--- src/rtl/smbus_iso_pkg.sv ---
package smbus_iso_pkg;

    typedef struct packed {
        logic scl;
        logic sda;
    } smb_pair_t;

    typedef struct packed {
        logic      req;
        smb_pair_t bang;
    } iso_ctl_t;

    localparam int REG_W   = 8;
    localparam int B_SCLW  = 0;
    localparam int B_SDAW  = 1;
    localparam int B_SDAR  = 2;
    localparam int B_REQ   = 3;
    localparam int B_GNT   = 4;
    localparam int B_SCLR  = 5;

    localparam iso_ctl_t CTL_RESET = '{req: 1'b0, bang: '{scl: 1'b1, sda: 1'b1}};

    function automatic smb_pair_t wired_and(smb_pair_t a, smb_pair_t b);
        return '{scl: a.scl & b.scl, sda: a.sda & b.sda};
    endfunction

    function automatic smb_pair_t level_from_oe(smb_pair_t oe);
        return '{scl: ~oe.scl, sda: ~oe.sda};
    endfunction

    function automatic logic [REG_W-1:0] pack_status(smb_pair_t seen, logic gnt, iso_ctl_t c);
        logic [REG_W-1:0] v;
        v         = '0;
        v[B_SCLW] = c.bang.scl;
        v[B_SDAW] = c.bang.sda;
        v[B_SDAR] = seen.sda;
        v[B_REQ]  = c.req;
        v[B_GNT]  = gnt;
        v[B_SCLR] = seen.scl;
        return v;
    endfunction

endpackage

--- src/rtl/smbus_pair_sync.sv ---
module smbus_pair_sync
    import smbus_iso_pkg::*;
#(
    parameter int STAGES = 2
) (
    input  logic      clk,
    input  logic      rst,
    input  smb_pair_t d,
    output smb_pair_t q
);
    smb_pair_t stage [STAGES];

    always_ff @(posedge clk) begin
        if (rst) stage[0] <= '{scl: 1'b1, sda: 1'b1};
        else     stage[0] <= d;
    end

    for (genvar i = 1; i < STAGES; i++) begin : g_stage
        always_ff @(posedge clk) begin
            if (rst) stage[i] <= '{scl: 1'b1, sda: 1'b1};
            else     stage[i] <= stage[i-1];
        end
    end

    assign q = stage[STAGES-1];
endmodule

--- src/rtl/smbus_idle_mon.sv ---
module smbus_idle_mon
    import smbus_iso_pkg::*;
#(
    parameter int IDLE_CYC = 16
) (
    input  logic      clk,
    input  logic      rst,
    input  smb_pair_t line,
    output logic      idle
);
    localparam int CW = $clog2(IDLE_CYC + 1);
    localparam logic [CW-1:0] CMAX = CW'(IDLE_CYC);

    smb_pair_t     prev;
    logic          busy;
    logic [CW-1:0] hi_cnt;
    logic          start_ev, stop_ev;

    assign start_ev = prev.scl & line.scl &  prev.sda & ~line.sda;
    assign stop_ev  = prev.scl & line.scl & ~prev.sda &  line.sda;

    always_ff @(posedge clk) begin
        if (rst) begin
            prev   <= '{scl: 1'b1, sda: 1'b1};
            busy   <= 1'b0;
            hi_cnt <= '0;
        end else begin
            prev <= line;
            if (start_ev)     busy <= 1'b1;
            else if (stop_ev) busy <= 1'b0;
            if (!(line.scl && line.sda)) hi_cnt <= '0;
            else if (hi_cnt != CMAX)     hi_cnt <= hi_cnt + 1'b1;
        end
    end

    assign idle = ~busy && (hi_cnt == CMAX);


    start_blocks_idle_chk: assert property (@(posedge clk) disable iff (rst)
        start_ev |=> !idle);


    idle_needs_high_chk: assert property (@(posedge clk) disable iff (rst)
        $rose(idle) |-> ($past(line.scl) && $past(line.sda)));
endmodule

--- src/rtl/smbus_iso_route.sv ---
module smbus_iso_route
    import smbus_iso_pkg::*;
(
    input  logic      clk,
    input  logic      rst,
    input  logic      req,
    input  logic      ext_idle,
    input  logic      iso_idle,
    input  smb_pair_t bang,
    input  smb_pair_t mc_oe,
    input  smb_pair_t ext_seen,
    output logic      grant,
    output smb_pair_t ext_oe,
    output smb_pair_t iso_line,
    output smb_pair_t mc_seen
);
    logic grant_q;

    always_ff @(posedge clk) begin
        if (rst)                       grant_q <= 1'b0;
        else if (ext_idle && iso_idle) grant_q <= req;
    end

    assign grant    = grant_q;
    assign iso_line = wired_and(bang, level_from_oe(mc_oe));
    assign mc_seen  = grant_q ? iso_line : ext_seen;

    always_comb begin
        if (grant_q) ext_oe = '{scl: 1'b0, sda: 1'b0};
        else         ext_oe = '{scl: ~bang.scl | mc_oe.scl, sda: ~bang.sda | mc_oe.sda};
    end


    grant_move_idle_chk: assert property (@(posedge clk) disable iff (rst)
        !$stable(grant_q) |-> $past(ext_idle && iso_idle));


    grant_rise_req_chk: assert property (@(posedge clk) disable iff (rst)
        $rose(grant_q) |-> $past(req));


    grant_fall_req_chk: assert property (@(posedge clk) disable iff (rst)
        $fell(grant_q) |-> $past(!req && iso_idle));
endmodule

--- src/rtl/smbus_iso_switch.sv ---
module smbus_iso_switch
    import smbus_iso_pkg::*;
#(
    parameter int IDLE_CYC    = 16,
    parameter int SYNC_STAGES = 2
) (
    input  logic             clk,
    input  logic             rst,
    input  logic             reg_wr_en,
    input  logic [REG_W-1:0] reg_wr_data,
    output logic [REG_W-1:0] reg_rd_data,
    input  logic             ext_scl_in,
    input  logic             ext_sda_in,
    output logic             ext_scl_oe,
    output logic             ext_sda_oe,
    input  logic             mc_scl_oe,
    input  logic             mc_sda_oe,
    output logic             mc_scl_in,
    output logic             mc_sda_in
);
    iso_ctl_t  ctl_q;
    smb_pair_t ext_raw, ext_seen, iso_line, mc_seen, ext_oe, mc_oe;
    logic      ext_idle, iso_idle, grant;

    assign ext_raw = '{scl: ext_scl_in, sda: ext_sda_in};
    assign mc_oe   = '{scl: mc_scl_oe,  sda: mc_sda_oe};

    // only request and bit-bang bits are stored
    always_ff @(posedge clk) begin
        if (rst) ctl_q <= CTL_RESET;
        else if (reg_wr_en) begin
            ctl_q.req      <= reg_wr_data[B_REQ];
            ctl_q.bang.scl <= reg_wr_data[B_SCLW];
            ctl_q.bang.sda <= reg_wr_data[B_SDAW];
        end
    end

    smbus_pair_sync #(.STAGES(SYNC_STAGES)) i_sync (
        .clk (clk), .rst (rst), .d (ext_raw), .q (ext_seen)
    );

    smbus_idle_mon #(.IDLE_CYC(IDLE_CYC)) i_ext_mon (
        .clk (clk), .rst (rst), .line (ext_seen), .idle (ext_idle)
    );

    smbus_idle_mon #(.IDLE_CYC(IDLE_CYC)) i_iso_mon (
        .clk (clk), .rst (rst), .line (iso_line), .idle (iso_idle)
    );

    smbus_iso_route i_route (
        .clk      (clk),
        .rst      (rst),
        .req      (ctl_q.req),
        .ext_idle (ext_idle),
        .iso_idle (iso_idle),
        .bang     (ctl_q.bang),
        .mc_oe    (mc_oe),
        .ext_seen (ext_seen),
        .grant    (grant),
        .ext_oe   (ext_oe),
        .iso_line (iso_line),
        .mc_seen  (mc_seen)
    );

    assign ext_scl_oe  = ext_oe.scl;
    assign ext_sda_oe  = ext_oe.sda;
    assign mc_scl_in   = mc_seen.scl;
    assign mc_sda_in   = mc_seen.sda;
    // reset value follows from CTL_RESET and synchronizer reset
    assign reg_rd_data = pack_status(mc_seen, grant, ctl_q);


    ext_quiet_chk: assert property (@(posedge clk) disable iff (rst)
        grant |-> (!ext_scl_oe && !ext_sda_oe));


    wr_store_chk: assert property (@(posedge clk) disable iff (rst)
        reg_wr_en |=> (reg_rd_data[1:0] == $past(reg_wr_data[1:0]))
                      && (reg_rd_data[B_REQ] == $past(reg_wr_data[B_REQ])));
endmodule

--- config.mk ---
export PLATFORM = sky130hd
export DESIGN_NAME = smbus_iso_switch
export DESIGN_NICKNAME = d
export VERILOG_FILES = /design/src/rtl/smbus_iso_pkg.sv /design/src/rtl/smbus_pair_sync.sv /design/src/rtl/smbus_idle_mon.sv /design/src/rtl/smbus_iso_route.sv /design/src/rtl/smbus_iso_switch.sv
export SDC_FILE = /design/constraint.sdc
export NUM_CORES = 1
export LEC_CHECK = 0
export BUFFER_PORTS_ARGS = -buffer_cell sky130_fd_sc_hd__buf_2
export CAP_MARGIN = 20
export CORE_ASPECT_RATIO = 0.6
export CORE_UTILIZATION = 40
export DETAILED_ROUTE_END_ITERATION = 6
export MAX_ROUTING_LAYER = met4
export PLACE_DENSITY = 0.63
export SYNTH_ARGS = -nofsm -noshare
export SYNTH_HDL_FRONTEND = slang
export SYNTH_HIERARCHICAL = 1
export SYNTH_SLANG_ARGS = --single-unit
--- constraint.sdc ---
create_clock -name clk -period 2.3 [get_ports clk]
set_input_delay 0.115 -clock clk [delete_from_list [all_inputs] [get_ports clk]]
set_output_delay 0.115 -clock clk [all_outputs]
set_load 0.005 [all_outputs]
-- Word-level counts from Yosys, hierarchy flattened
Memory sizes are Yosys's and may differ from the RTL's.
Index checks and enable logic that the tools add are counted.
- flip-flop bits (word level): 20
- bits in latches: 0
- bits in writable memories: 4
- ROM bits: 0
- bits of input ports: 15
- output and inout bits: 12
- logic and storage cells: 67
- memories kept: 1
- add/subtract/negate cells: 2
- multiply operators: 0
- divide/modulo/power cells: 0
- order comparisons: 0
- equality and inequality tests: 4
- shifts and indexed selects: 0
- multiplexer cells: 11
- bitwise operators: 28
- reduce and logical (&&, ||, !) cells: 9
- memories (name ; depth ; bits a word ; rd ports ; clocked after memory_dff ; wr ports ; RTL line ; source):
    i_sync.stage ; 2 ; 2 ; 2 ; 0 ; 2 ; smbus_pair_sync.sv:11 ; smb_pair_t stage [STAGES];
- operators by type and width (cell ; count):
    $and 1x1->1 ; 12
    $not 1->1 ; 12
    $add 5x1->5 const B ; 2
    $eq 5x5->1 const B ; 2
    $ne 5x5->1 const B ; 2
    $mux 2 ; 4
    $mux 1 ; 7
    $logic_and 1x1->1 ; 5
    $or 1x1->1 ; 4
    $reduce_bool 2->1 ; 2
    $reduce_or 2->1 ; 2

-- Longest topological paths before layout
Gate-level depths: netlist of the first run.
- depth in word-level cells: 7
- gate-level depth with buffers: 6
- depth with buffers taken out: 6

-- Cells and area by module
Netlist of the first run, hierarchy kept.
- modules (own cells, without submodules) (module ; times used ; cells each ; area an instance (sq um) ; sequential area each (sq um)):
    smbus_idle_mon ; 2 ; 34 ; 332.8 ; 160.2
    smbus_iso_switch ; 1 ; 15 ; 145.1 ; 60.1
    smbus_pair_sync ; 1 ; 8 ; 105.1 ; 80.1
    smbus_iso_route ; 1 ; 10 ; 86.3 ; 20.0

-- Worst setup path before layout of the first run
No wires, ideal clock.
- kind: reg-to-reg
- from: register i_ext_mon.hi_cnt[0]
- to: register i_route.grant_q, in the netlist i_route/grant
- library setup time: 66 ps
- arrival: 1261 ps
- required time: 2234 ps
- setup slack: 973 ps
- stages on the path, launching flop included: 7
- buffers on the path: 0
- period minus slack after synthesis: 1327 ps
- cell sequence: dfxtp_1 inv_1 ha_1 and4bb_2 nor2b_1 a21bo_1 a21oi_2
- word-level cells in the longest chain between the ends: 3
- ends and longest elaborated chain (what ; RTL line ; source):
    from (decl) ; smbus_idle_mon.sv:16 ; logic [CW-1:0] hi_cnt;
    from (signal assigned) ; smbus_idle_mon.sv:32 ; else if (hi_cnt != CMAX) hi_cnt <= hi_cnt + 1'b1;
    $eq 5x5->1 ; smbus_idle_mon.sv:36 ; assign idle = ~busy && (hi_cnt == CMAX);
    $logic_and 1x1->1 ; smbus_idle_mon.sv:36 ;
    named net ext_idle ; smbus_iso_switch.sv:23 ; logic ext_idle, iso_idle, grant;
    $logic_and 1x1->1 ; smbus_iso_route.sv:21 ; else if (ext_idle && iso_idle) grant_q <= req;
    to (signal assigned) ; smbus_iso_route.sv:21 ;
    to (decl) ; smbus_iso_route.sv:17 ; logic grant_q;
The timed path passes the listed nets, and every way through them passes these cells.
A chain may end at the register's enable or synchronous reset.

-- Worst setup path in the final report of the first run
Same ends and word-level chain as after synthesis.

==> results_dict.tcl, run 1 <==
set metrics [dict create \
    finalNetCount 140 \
    period_minus_slack_ns 1.459 \
    setup_viol 0 \
    clkSlewWorstSetupHoldPaths_ns 0.08 \
    drive_gt1_share_pct 28.33 \
    antenna_found_initial 0 \
    hold_buffers 0 \
    clkSinkCount 24 \
    fin_setup_tns_ns 0 \
    arrival_ns 1.67 \
    ys_seq_area_share_pct 47.94 \
    n_antenna_cell 0 \
    cp_max_fo 4 \
    start_util_pct 44.33 \
    drt_pass1_iterations 4 \
    viasPerCell 4.620 \
    power_density_nw_per_um2 748.8 \
    htreeDepth 1 \
    ys_warn_count 6 \
    netlist_top_cells_area "dfxtp_1 48%, ha_1 5.0%, nor2_1 4.1%" \
    grt_pass1_wl_mm 2.753 \
    status "completed" \
    crit_path_end_kind "register" \
    vias 693 \
    areaGrowthSynthToFinish_pct 16.98 \
    portBuffers 19 \
    fillers 206 \
    cts-buffers-inserted 3 \
    grt_pass1_vias 613 \
    rsz0062_at_grt "false" \
    gp_congestion 0.6592 \
    hold_viol_final 0 \
    clock_latency_ns 0.27 \
    grtUsageTotal_pct 15.52 \
    avgSynthCellArea_um2 9.923 \
    finClkSkew_ns 0.003341 \
    dp_hpwl_mm 1.322 \
    finalWirelength_mm 1.750 \
    crit_required_ns 2.51 \
    cts_tree "done" \
    postCtsSetupBuffers 0 \
    yosysTopAreaCell "dfxtp_1" \
    ys_ff_latch 24 \
    ant_nets 0 \
    dieArea_um2 2716 \
    grt_max_degree 17 \
    hp-class "in2reg" \
    leakage_nw 0.4726 \
    wl_per_cell_um 11.67 \
    clockBufferDepth 2 \
    die_h_um 40.78 \
    crit_path_start_kind "register" \
    ctsResizeCount 0 \
    cap_viol_max_count 0 \
    ioPinCount 27 \
    core_area_um2 2261 \
    synth_top_area_share_pct 47.94 \
    fmax_mhz 685.6 \
    die_w_um 66.62 \
    drc 0 \
    finalPower_mw 0.8779 \
    overflow 0 \
    peakVddDrop_uv 313.1 \
    netlist-cell-type-count 24 \
    synth_cells 101 \
    layout_worst_path_cycle_share_pct 63.42 \
    root_buffer "clkbuf_8" \
    syn-cell-area_um2 1002 \
    drv_slew 0 \
    crit_type "reg2reg" \
    drt_iter0_markers 10 \
    rows 13 \
]
worst paths after layout:
kind                                                        from                            end  slack, ns  cells past startpoint
worst max register to register  i_ext_mon/hi_cnt[0]$_SDFFE_PP0P_     i_route/grant$_SDFFE_PP0P_       0.84                      6
worst min-delay path                                  ext_sda_in  i_sync/stage[0][0]$_SDFF_PP1_       0.02                      2
worst max-delay path            i_ext_mon/hi_cnt[0]$_SDFFE_PP0P_     i_route/grant$_SDFFE_PP0P_       0.84                      6
worst min register to register     i_sync/stage[0][0]$_SDFF_PP1_  i_sync/stage[1][0]$_SDFF_PP1_       0.41                      1
through the flow:
stage	area (um^2)	instances	utilization [%]	worst slack [ns]	hold WS [ns]
after detailed placement	1101	146	48.70	0.8547	0.3032
after floorplan	1006	102	-	0.9735	0.1774
after global placement	1101	146	48.70	0.9033	0.2934
after global routing	1172	150	51.85	0.7534	0.01898
final	1172	150	51.85	0.8414	0.02051
after CTS	1172	150	51.85	0.8362	0.01540
layer usage:
metal  up-vias  GRT usage [%]  wire [um]
met5         -              -          0
met4         0          7.979         31
met3         4          6.111        106
met2        24          22.73        682
met1       299          18.77        929
li1        366              -          -
flip-flops by register name (all words and copies together) (netlist names):
register          cells
i_route/grant         1
i_iso_mon/busy        1
i_iso_mon/hi_cnt      5
i_sync/stage          4
i_ext_mon/hi_cnt      5
reg_rd_data           3
i_ext_mon/prev        2
i_ext_mon/busy        1
i_iso_mon/prev        2
power breakdown:
part           total [mW]  switching [mW]  internal (mW)
clock network       0.365           0.133          0.233
registers           0.445          0.0124          0.433
logic              0.0672          0.0328         0.0344
total               0.878           0.178          0.700
worst max-delay path, stage by stage (launching register included):
cell and delay [ns]:
dfxtp_1 0.37, inv_1 0.08, ha_1 0.21, and4bb_2 0.28, nor2b_1 0.15, a21bo_1 0.19
a21oi_2 0.11
synth_stat cells (all sizes together):
library cell and number:
o21ai 2, a31oi 2, a211o 2, mux2i 3, inv 4, xnor2 4, conb 1, nor2b 6
a21oi 3, nand2 2, nand3b 2, nor3 2, nor2 11, dfxtp 24, ha 4, and4bb 2
a21bo 1, nand3 5, xor2 4, buf 5, or2 10, mux2 2
layout by cell type, fill, tap and decap left out:
cell type  synthesis  final
nor3_1             2      2
mux2_2             2      2
or2_1              4      4
mux2i_1            3      3
o21ai_0            2      2
clkbuf_8           0      3
nor2b_1            6      6
ha_1               4      4
and4bb_2           2      2
conb_1             1      2
or2_2              6      6
dfxtp_1           24     24
nor2_1            11     11
nand3_1            5      5
a31oi_1            2      2
a21bo_1            1      1
nand2_1            2      2
a21oi_2            1      1
bufinv_16          0      1
nand3b_1           2      2
xnor2_1            4      4
xor2_1             4      4
buf_2              0     19
a211o_1            2      2
a21oi_1            2      2
inv_1              4      4
kinds of logic after synthesis:
logic type	count (synthesis)	share of synthesized area, %
compound gates	10	6.867
other cells	1	0.3742
buf+inv	9	5.243
xor+xnor	8	6.991
mux	5	5.243
flops	24	47.94
simple gates	40	22.35
fa+ha+maj	4	4.994
cell type report:
class                   count  area [um^2]  area share [%]
multi-input cells          69        473.0           40.34
clock buffers               3        41.29           3.522
flip-flops and latches     24        480.5           40.98
inverters                   4        15.01           1.281
clock inverters             1        30.03           2.561
well taps                  30        37.54           3.202
repair buffers             19        95.09           8.111
(Power assumes the default switching activity.)
==> run 2: changes to the inputs <==
clock period = 1.41 ns   (was 2.3 ns; I/O delays follow)
==> run 2 against run 1 <==
Via count increased by 4.9%. Clock skew down 0.0018 ns. Sequential cell count is the same. Count of clock-buffer cells in the layout is the same. Combinational power increased by 83%. Fmax rose by 5.5%. Core utilization increased by 2.0 points. Die area did not move. Clock power up 5%. Sequential power is 64% higher. Worst hold slack worse by 0.0060 ns. Critical endpoint unchanged.
==> results_dict.tcl, run 2 (same netlist as run 1, synthesis figures left out) <==
set metrics [dict create \
    drt_iter0_markers 4 \
    crit_path_start_kind "register" \
    clock_latency_ns 0.26 \
    fmax_mhz 723.1 \
    ant_nets 0 \
    finalNetCount 146 \
    overflow 0 \
    final_cell_mix "19 x dfxtp_1, 19 x buf_2, 11 x nor2_1, 6 x or2_2" \
    fin_setup_tns_ns 0 \
    crit_type "reg2reg" \
    gp_congestion 0.6841 \
    grt_pass1_vias 677 \
    wl_per_cell_um 11.80 \
    finClkSkew_ns 0.001544 \
    clockBufferDepth 2 \
    arrival_ns 1.58 \
    cts_tree "done" \
    start_util_pct 44.33 \
    cap_viol_max_count 0 \
    status "completed" \
    rrSetupSlack_ns 0.03 \
    drt_pass1_iterations 2 \
    rows 13 \
    n_antenna_cell 0 \
    utilization_pct 53.90 \
    rsz0062_at_grt "false" \
    antenna_found_initial 0 \
    die_w_um 66.62 \
    cts-buffers-inserted 3 \
    core_area_um2 2261 \
    crit_path_end_kind "register" \
    root_buffer "clkbuf_8" \
    vias 727 \
    grt_pass1_wl_mm 3.029 \
    clkSlewWorstSetupHoldPaths_ns 0.07 \
    areaGrowthSynthToFinish_pct 21.60 \
    ioPinCount 27 \
    leakage_nw 0.4965 \
    die_h_um 40.78 \
    dieArea_um2 2716 \
    drc 0 \
    setup_viol 0 \
    grtUsageTotal_pct 16.61 \
    dp_hpwl_mm 1.335 \
    power_density_nw_per_um2 1013 \
    top_regs "i_ext_mon/hi_cnt (5), i_iso_mon/hi_cnt (5), i_sync/stage (4)" \
    viasPerCell 4.690 \
    period_minus_slack_ns 1.383 \
    grt_max_degree 17 \
    crit_required_ns 1.61 \
    peakVddDrop_uv 744.1 \
    drive_gt1_share_pct 38.40 \
    layout_worst_path_cycle_share_pct 98.08 \
    hold_viol_final 0 \
    hp-class "in2reg" \
    drv_slew 0 \
    clkSinkCount 24 \
    htreeDepth 1 \
    cp_max_fo 4 \
    portBuffers 19 \
    finalWirelength_mm 1.829 \
]
-- run 2: cell count changes in the layout (fill, tap and decap cells not counted), sizes merged --
| cell | change |
|---|---|
| buf | +4 |
| bufinv | -1 |
| dlygate4sd3 | +2 |
-- run 2: final cells by class --
type                       instances  area (um^2)
inverter                           4        15.01
clock buffer                       3        41.29
tap                               30        37.54
sequential                        24        486.7
fill                             186         1042
multi-input combinational         69        493.0
timing repair buffer              25        145.1
-- run 2: metal layers --
layer / routed length [um] / part of all wire, % / track usage [%] / vias to the layer above
met1: 949 / 52 / 19.93 / 321
met5: 0 / 0 / - / -
met2: 719 / 39 / 25.76 / 27
li1: - / - / - / 375
met4: 23 / 1.3 / 5.851 / 0
met3: 137 / 7.5 / 6.667 / 4
-- run 2: critical path, stage by stage, from the launching register on --
cell	delay [ns]
dfxtp_2	0.36
inv_1	0.06
ha_2	0.17
and4bb_2	0.24
nor2b_2	0.16
a21bo_1	0.21
a21oi_2	0.12
-- run 2: path summary, 6_finish.rpt --
path	startpoint	endpoint	depth (start not counted)
max	i_iso_mon/hi_cnt[1]$_SDFFE_PP0P_	i_route/grant$_SDFFE_PP0P_	6
min	reg_wr_data[0]	reg_rd_data[0]$_SDFFE_PP1P_	2
max reg2reg	i_iso_mon/hi_cnt[1]$_SDFFE_PP0P_	i_route/grant$_SDFFE_PP0P_	6
min reg2reg	i_sync/stage[0][1]$_SDFF_PP1_	i_sync/stage[1][1]$_SDFF_PP1_	1
-- run 2: timing repair --
action / in CTS / in global routing
buffers inserted: 0 / 1
pin swaps: 0 / 1
hold buffers: 2 / 0
endpoints found under the setup margin: 3 / 7
endpoints found under the hold margin: 2 / 0
gates resized for setup: 5 / 7
-- run 2: power breakdown --
part / internal, mW / switching [mW]
clock: 0.190 / 0.192
sequential: 0.708 / 0.0208
combinational: 0.0669 / 0.0562
total: 0.965 / 0.269
-- run 2: metrics by stage --
stage	hold WS, ns	total power, mW	setup slack (ns)	cells	instance area, um^2
after global placement	0.2478	0.8474	0.06952	149	1124
after floorplan	0.1329	0.8074	0.08348	102	1006
after global routing	0.02027	1.301	0.001086	155	1219
after detailed placement	0.2521	0.8539	0.02158	149	1124
final	0.01455	1.234	0.02710	155	1219
after CTS	0.007848	1.245	0.01741	154	1192
